**config.mk**
```make
export PLATFORM = sky130hd
export DESIGN_NAME = lsw_chan_array
export DESIGN_NICKNAME = d
export VERILOG_FILES = /design/src/rtl/lsw_pkg.sv /design/src/rtl/lsw_src_sel.sv /design/src/rtl/lsw_fault_filt.sv /design/src/rtl/lsw_trip_latch.sv /design/src/rtl/lsw_chan_array.sv
export SDC_FILE = /design/constraint.sdc
export NUM_CORES = 1
export LEC_CHECK = 0
export BUFFER_PORTS_ARGS = -buffer_cell sky130_fd_sc_hd__buf_2
export CAP_MARGIN = 10
export CORE_ASPECT_RATIO = 0.6
export CORE_UTILIZATION = 28
export CTS_CLUSTER_SIZE = 20
export DETAILED_ROUTE_END_ITERATION = 16
export PLACE_DENSITY_LB_ADDON = 0.08
export RECOVER_POWER = 25
export SETUP_SLACK_MARGIN = 0.5
export SYNTH_ARGS = -nofsm -noshare
export SYNTH_HDL_FRONTEND = slang
export SYNTH_SLANG_ARGS = --single-unit
```
**constraint.sdc**
```tcl
create_clock -name clk -period 1.85 [get_ports clk]
set_input_delay 0.185 -clock clk [delete_from_list [all_inputs] [get_ports clk]]
set_output_delay 0.185 -clock clk [all_outputs]
set_load 0.02 [all_outputs]
```
**src/rtl/lsw_pkg.sv**
```systemverilog
package lsw_pkg;
    typedef enum logic [1:0] {
        DG_SHORT_BAT = 2'b00,
        DG_SHORT_GND = 2'b01,
        DG_OPEN      = 2'b10,
        DG_OK        = 2'b11
    } diag_code_e;
endpackage

```
**src/rtl/lsw_src_sel.sv**
```systemverilog
module lsw_src_sel (
    input  logic pin_i,
    input  logic par_i,
    input  logic bus_sel_i,
    input  logic bus_i,
    input  logic spi_i,
    output logic ctrl_o
);
    logic serial_bit;

    always_comb begin
        serial_bit = bus_sel_i ? bus_i : spi_i;
        ctrl_o     = par_i ? pin_i : serial_bit;
    end
endmodule

```
**src/rtl/lsw_fault_filt.sv**
```systemverilog
module lsw_fault_filt
    import lsw_pkg::*;
#(
    parameter int FILT_LEN = 4
) (
    input  logic       clk,
    input  logic       rst_n,
    input  logic       flt_scb_i,
    input  logic       flt_ot_i,
    input  logic       flt_scg_i,
    input  logic       flt_ol_i,
    input  logic       clr_i,
    output logic [1:0] diag_o,
    output logic       scb_qual_o
);
    localparam int CNT_W = $clog2(FILT_LEN + 1);
    localparam logic [CNT_W-1:0] CNT_MAX   = CNT_W'(FILT_LEN - 1);
    localparam logic [CNT_W-1:0] CNT_FIRST = CNT_W'((FILT_LEN > 1) ? 1 : 0);

    typedef struct packed {
        logic [CNT_W-1:0] cnt;
        diag_code_e       last;
        diag_code_e       field;
    } filt_st_t;

    filt_st_t   st_d, st_q;
    diag_code_e raw;
    logic       qual;

    always_comb begin
        if (flt_scb_i || flt_ot_i)  raw = DG_SHORT_BAT;
        else if (flt_scg_i)         raw = DG_SHORT_GND;
        else if (flt_ol_i)          raw = DG_OPEN;
        else                        raw = DG_OK;

        st_d = st_q;
        qual = 1'b0;
        if (raw == DG_OK) begin
            st_d.cnt = '0;
        end else if (raw != st_q.last) begin
            st_d.cnt = CNT_FIRST;
            qual     = (FILT_LEN == 1);
        end else begin
            qual = (st_q.cnt >= CNT_MAX);
            if (!qual) st_d.cnt = st_q.cnt + 1'b1;
        end
        st_d.last = raw;

        if (clr_i)
            st_d.field = DG_OK;
        else if (qual && (2'(raw) < 2'(st_q.field)))
            st_d.field = raw;

        diag_o     = 2'(st_q.field);
        scb_qual_o = qual && flt_scb_i;
    end

    always_ff @(posedge clk or negedge rst_n) begin
        if (!rst_n) begin
            st_q.cnt   <= '0;
            st_q.last  <= DG_OK;
            st_q.field <= DG_OK;
        end else begin
            st_q <= st_d;
        end
    end


    cnt_bound_chk: assert property (@(posedge clk) disable iff (!rst_n)
        st_q.cnt <= CNT_MAX);


    clear_wins_chk: assert property (@(posedge clk) disable iff (!rst_n)
        clr_i |=> (diag_o == 2'b11));


    only_worse_chk: assert property (@(posedge clk) disable iff (!rst_n)
        !clr_i |=> (diag_o <= $past(diag_o)));
endmodule

```
**src/rtl/lsw_trip_latch.sv**
```systemverilog
module lsw_trip_latch (
    input  logic clk,
    input  logic rst_n,
    input  logic ctrl_i,
    input  logic trip_i,
    input  logic hold_i,
    output logic gate_o
);
    typedef struct packed {
        logic tripped;
    } trip_st_t;

    trip_st_t st_d, st_q;

    always_comb begin
        st_d = st_q;
        if (st_q.tripped)
            st_d.tripped = ctrl_i;
        else
            st_d.tripped = trip_i && ctrl_i && !hold_i;
        gate_o = ctrl_i && !st_q.tripped && !hold_i;
    end

    always_ff @(posedge clk or negedge rst_n) begin
        if (!rst_n) st_q.tripped <= 1'b0;
        else        st_q         <= st_d;
    end


    trip_off_chk: assert property (@(posedge clk) disable iff (!rst_n)
        st_q.tripped |-> !gate_o);


    trip_cause_chk: assert property (@(posedge clk) disable iff (!rst_n)
        $rose(st_q.tripped) |-> $past(trip_i));


    release_off_chk: assert property (@(posedge clk) disable iff (!rst_n)
        $fell(st_q.tripped) |-> !$past(ctrl_i));


    hold_off_chk: assert property (@(posedge clk) disable iff (!rst_n)
        hold_i |-> !gate_o);
endmodule

```
**src/rtl/lsw_chan_array.sv**
```systemverilog
module lsw_chan_array #(
    parameter int NCH      = 18,
    parameter int NPAR     = 16,
    parameter int FILT_LEN = 4,
    parameter logic [NCH-1:0] SHUT_CFG_MASK = 18'h3C300,
    parameter logic [NCH-1:0] HOLD_MASK     = 18'h0FF00
) (
    input  logic              clk,
    input  logic              rst_n,
    input  logic [NPAR-1:0]   pin_in,
    input  logic [NPAR-1:0]   mux_par,
    input  logic              bus_sel,
    input  logic [NPAR-1:0]   bus_in,
    input  logic [NCH-1:0]    spi_on,
    input  logic              stage_hold,
    input  logic [NCH-1:0]    shut_en,
    input  logic [NCH-1:0]    flt_scb,
    input  logic [NCH-1:0]    flt_ot,
    input  logic [NCH-1:0]    flt_scg,
    input  logic [NCH-1:0]    flt_ol,
    input  logic              diag_clr,
    output logic [NCH-1:0]    gate_o,
    output logic [2*NCH-1:0]  diag_o
);
    for (genvar i = 0; i < NCH; i++) begin : g_ch
        logic ctrl;
        logic scb_qual;
        logic trip;

        if (i < NPAR) begin : g_par
            lsw_src_sel u_sel (
                .pin_i     (pin_in[i]),
                .par_i     (mux_par[i]),
                .bus_sel_i (bus_sel),
                .bus_i     (bus_in[i]),
                .spi_i     (spi_on[i]),
                .ctrl_o    (ctrl)
            );
        end else begin : g_ser
            assign ctrl = spi_on[i];
        end

        lsw_fault_filt #(.FILT_LEN(FILT_LEN)) u_filt (
            .clk        (clk),
            .rst_n      (rst_n),
            .flt_scb_i  (flt_scb[i]),
            .flt_ot_i   (flt_ot[i]),
            .flt_scg_i  (flt_scg[i]),
            .flt_ol_i   (flt_ol[i]),
            .clr_i      (diag_clr),
            .diag_o     (diag_o[2*i +: 2]),
            .scb_qual_o (scb_qual)
        );

        assign trip = scb_qual && (shut_en[i] || !SHUT_CFG_MASK[i]);

        lsw_trip_latch u_trip (
            .clk    (clk),
            .rst_n  (rst_n),
            .ctrl_i (ctrl),
            .trip_i (trip),
            .hold_i (stage_hold && HOLD_MASK[i]),
            .gate_o (gate_o[i])
        );
    end


    group_hold_chk: assert property (@(posedge clk) disable iff (!rst_n)
        stage_hold |-> ((gate_o & HOLD_MASK) == '0));


    reset_diag_chk: assert property (@(posedge clk)
        $rose(rst_n) |-> (diag_o == '1));
endmodule

```
# Word-level counts from Yosys, hierarchy flattened
# Index checks and enable logic that the tools add are counted.
# totals
output_inout_bits	54
wordCells	559
inputBits	161
reg_bits	144
# op_classes
magnitude_cmp	36
n_mux	230
n_eq_ne	54
addsub	18
n_reduce_logical	149
# op_table
operator	n
3-bit two-way mux	54
2-bit two-way mux	72
1-bit two-way mux	104
1-bit logical AND	94
3-bit by 1-bit adder with 3-bit output, second input constant	18
3-bit by 2-bit >= comparator with 1-bit output, second input constant	18
3-bit by 1-bit != test with 1-bit output, second input constant	18
2-bit == test, second input constant	18
2-bit less-than comparator	18
2-bit != test	18
2-bit nonzero test	18
1-bit logical NOT	19
1-bit logical OR	18

# Logic depth before layout (Yosys ltp)
# logic_depth
depth_word	11
ltp_mapped	7
depth_no_buf	7

# Modules after synthesis
# A second synthesis with hierarchy kept.
# unflattened
hier_cells	1027
hier_area_um2	9800.6
# modules_own_cells
mod	seq_area_each_um2	n_inst	cells_each	area_each_um2
lsw_fault_filt	180.2	18	50	479.2
lsw_trip_latch	25.0	18	4	46.3
lsw_src_sel	0.0	16	3	18.8
lsw_chan_array	0.0	1	7	41.3

# Worst setup path after synthesis
# No wires, ideal clock.
# synth_timing
path_type	register to register
from	reg g_ch[6].u_filt.st_q[4] in the netlist's numbering
to	reg g_ch[6].u_filt.st_q[4] in the netlist's numbering
t_arrival_ns	1.592
path_stages_with_launch	8
required_time_ns	1.731
path_slack_ns	0.139
setup_ns	0.119
path_buffers	0
path_cell_list	dfrtp_1 > ha_1 > ha_1 > nor2_1 > mux2_2 > o21ba_1 > o21ai_1 > o21a_1
# synth_between
elab_chain_len	4
# synth_lines
element	line	text
start, declared	lsw_fault_filt.sv:26	filt_st_t st_d, st_q;
start signal, assigned	lsw_fault_filt.sv:64	st_q <= st_d;
3-bit by 1-bit adder with 3-bit output	lsw_fault_filt.sv:45	if (!qual) st_d.cnt = st_q.cnt + 1'b1;
3-bit two-way mux	lsw_fault_filt.sv:45	
3-bit two-way mux	lsw_fault_filt.sv:40	end else if (raw != st_q.last) begin
3-bit two-way mux	lsw_fault_filt.sv:38	if (raw == DG_OK) begin
# Several ways; a longest one is shown, not always the timed one. The select of a mux whose other input is x is not followed.
# A chain may end at the register's enable or synchronous reset.

# Final worst setup path
# layout_timing
from	reg g_ch[13].u_filt.st_q[5] in the netlist's numbering
to	reg g_ch[13].u_filt.st_q[5] in the netlist's numbering
# layout_between
elab_chain_len	4
# layout_lines
element	line
start, declared	lsw_fault_filt.sv:26
start signal, assigned	lsw_fault_filt.sv:64
3-bit by 1-bit adder with 3-bit output	lsw_fault_filt.sv:45
3-bit two-way mux	lsw_fault_filt.sv:45
3-bit two-way mux	lsw_fault_filt.sv:40
3-bit two-way mux	lsw_fault_filt.sv:38
# Several ways; a longest one is shown, not always the timed one. The select of a mux whose other input is x is not followed.

==> results.json <==
{
  "outcome": "finished, final reports clean",
  "r2r_cells": 7,
  "rows": 50,
  "final_cells": 1783,
  "holdPathStages": 3,
  "dp_cells": 1582,
  "hold_class": "input pin to register",
  "die_w_um": 235,
  "drive_gt1_frac": 0.478,
  "post-route-util": 0.443,
  "timing.final.hold_violations": 0,
  "setup_violations": 0,
  "p_clk_frac": 0.190,
  "yosysTopAreaCellShare": 0.207,
  "maxCapViolations": 0,
  "grt_pass1_vias": 8110,
  "register_area_um2": 3700,
  "pin_count": 215,
  "finalPower_mw": 19.4,
  "cp.required_ps": 2170,
  "cts_root_buf": "clkbuf_16",
  "path_max_fanout": 3,
  "internal_power_mw": 12.4,
  "synth.avg_cell_area_um2": 9.07,
  "syn-instance-count": 1010,
  "gp_congestion": 0.737,
  "switching_share": 0.364,
  "clock_latency_ps": 440,
  "slew_violations": 0,
  "cts_inserted_buffers": 17,
  "numPortBuffers": 202,
  "finalCritPeriodShare": 0.934,
  "antenna_found_initial": 0,
  "dr.first_iter.drc_count": 358,
  "p_leak_nw": 6.79,
  "fin_nets": 1569,
  "diodes": 0,
  "die_y_um": 142,
  "cts_tree": "built",
  "worst_slack_ps": 122,
  "drcViolationCount": 0,
  "initial_core_util": 0.289,
  "worst_pin_slew_ps": 896,
  "ys_types": 44,
  "syn_area_um2": 9160,
  "synth_top_area_cell": "dfstp_2",
  "grt-ovfl-total": 0,
  "ir_drop_mv": 0.820,
  "synth.net_count": 1225,
  "mostFrequentLayoutCells": "158 x nor2_1, 150 x buf_2, 122 x buf_4",
  "path_class": "register to register",
  "grt_max_degree": 73,
  "synth-seq-area-share": 0.403,
  "wl_per_cell_um": 14.4,
  "fin_skew_ps": 10.6,
  "final_antenna_net_count": 0,
  "track_usage": 0.154,
  "rrSetupSlack_ps": 120,
  "vias": 8180,
  "grt_pass1_wl_um": 40700,
  "yosysWarnings": 0,
  "dieArea_um2": 33500,
  "synth_edf_count": 0,
  "post-dp-hpwl_um": 16900,
  "fmax_mhz": 579,
  "drt-total-wl_um": 25600,
  "fillCellCount": 3147,
  "area_growth_pct": 53.3,
  "finalCriticalPeriod_ps": 1730,
  "firstDrtPassIters": 4,
  "htree_levels": 4,
  "ys.flop_type": "dfstp_2",
  "worstPathArrival_ps": 2050,
  "core_area_um2": 31700,
  "dp_slack_ps": 99.1,
  "final_common_cell": "nor2_1",
  "avgViaCountPerCell": 4.59,
  "cp-end-kind": "register",
  "p_switching_mw": 7.06,
  "ys_ff_latch": 144,
  "rsz0062_at_grt": "yes",
  "synth_async_sr_flop_share": 1.00,
  "clk_pin_slew_ps": 60,
  "power_frac_seq": 0.266,
  "clock_path_buffers": 2,
  "p_per_area_nw_per_um2": 1380,
  "multi_input_area_um2": 5920,
  "setup_tns_ps": 0,
  "combPwrFrac": 0.544,
  "start_kind": "register",
  "synthTopCellsByArea": "dfstp_2 21%, dfrtp_1 20%, nor2_1 7.7%",
  "cts_sinks": 144,
  "max_slew_margin": 0.403
}
[power by group through the flow]
| stage | Combinational [mW] | Sequential (mW) | Clock [mW] |
|---|---|---|---|
| 2_1_floorplan | 5.89 | 5.02 | 0 |
| 3_3_place_gp | 7.14 | 5.22 | 0 |
| 3_5_place_dp | 7.16 | 5.22 | 0 |
| 4_1_cts | 9.23 | 5.11 | 3.84 |
| 5_1_grt | 11.7 | 5.29 | 3.98 |
| 6_report | 10.6 | 5.16 | 3.69 |
[state kept, by name, indices dropped and copies added (netlist names)]
register	flops
g_ch.u_trip.st_q	18
g_ch.u_filt.diag_o	36
g_ch.u_filt.st_q	90
[per-stage QoR]
| stage | hold slack (ps) | area, um^2 |
|---|---|---|
| 2_1_floorplan | -111 | 9580 |
| 3_3_place_gp | 112 | 10900 |
| 3_5_place_dp | 111 | 10900 |
| 4_1_cts | 1.09 | 13200 |
| 5_1_grt | 36.2 | 14000 |
| 6_report | 23.1 | 14000 |
[path summary, 6_finish.rpt]
path,endpoint,from
max reg2reg,g_ch[13].u_filt.st_q[5],g_ch[13].u_filt.st_q[5]
min in group asynchronous,g_ch[9].u_filt.st_q[6],rst_n
max in group asynchronous,g_ch[16].u_filt.diag_o[1],rst_n
min,g_ch[2].u_trip.st_q,pin_in[2]
max,g_ch[13].u_filt.st_q[5],g_ch[13].u_filt.st_q[5]
min reg2reg,g_ch[1].u_trip.st_q,g_ch[1].u_trip.st_q
[Yosys cell counts (8+ instances only)]
cell / number
a31oi_1: 8
dfrtp_1: 72
mux2i_1: 70
and3b_1: 17
clkbuf_1: 10
nand2_1: 43
nor3b_1: 17
o21ai_1: 51
and2_1: 19
o21ai_0: 23
dfstp_2: 72
nor4bb_1: 17
o21ba_1: 12
a21boi_1: 17
nor2_1: 187
ha_1: 54
buf_4: 54
a21oi_1: 42
nor3_1: 35
o21a_1: 12
nand2b_1: 18
or3_1: 12
inv_1: 80
mux2_2: 8
nand3_1: 12
[final cells by class]
class / instances / share of cell area
clock inverters: 13 / 0.0114
multi-input cells: 720 / 0.422
repair buffers: 391 / 0.212
flip-flops and latches: 144 / 0.264
clock buffers: 19 / 0.0323
well taps: 416 / 0.0371
inverters: 80 / 0.0216
[repair_timing]
| item | in CTS | in global routing |
|---|---|---|
| endpoints found under the hold margin | 108 | 0 |
| hold buffers | 56 | 0 |
| pin swaps | 82 | 62 |
| gates resized for setup | 150 | 135 |
| setup endpoints to repair | 146 | 148 |
| gates cloned | 1 | 0 |
| setup buffers | 73 | 39 |
[cell families after synthesis]
group           share of synthesized area
mux                                0.0913
compound gates                      0.123
buf+inv                            0.0823
flops                               0.403
fa+ha+maj                          0.0738
simple gates                        0.226
[critical path, stage by stage, from the launching register on]
cell      delay [ps]
dfrtp_2          430
ha_4             170
ha_4             160
buf_6            110
a211oi_4         300
buf_4            180
mux2i_1          190
a21oi_1           60
[per-layer routing]
| metal | part of all wire | vias up | GRT usage | wire, um |
|---|---|---|---|---|
| li1 | - | 4139 | - | - |
| met1 | 0.51 | 3892 | 0.210 | 13000 |
| met2 | 0.44 | 128 | 0.242 | 11300 |
| met5 | 0 | - | 0 | 0 |
| met3 | 0.039 | 21 | 0.0372 | 1010 |
| met4 | 0.012 | 0 | 0.0433 | 298 |
Note: power is estimated with default switching activity, not from simulation.
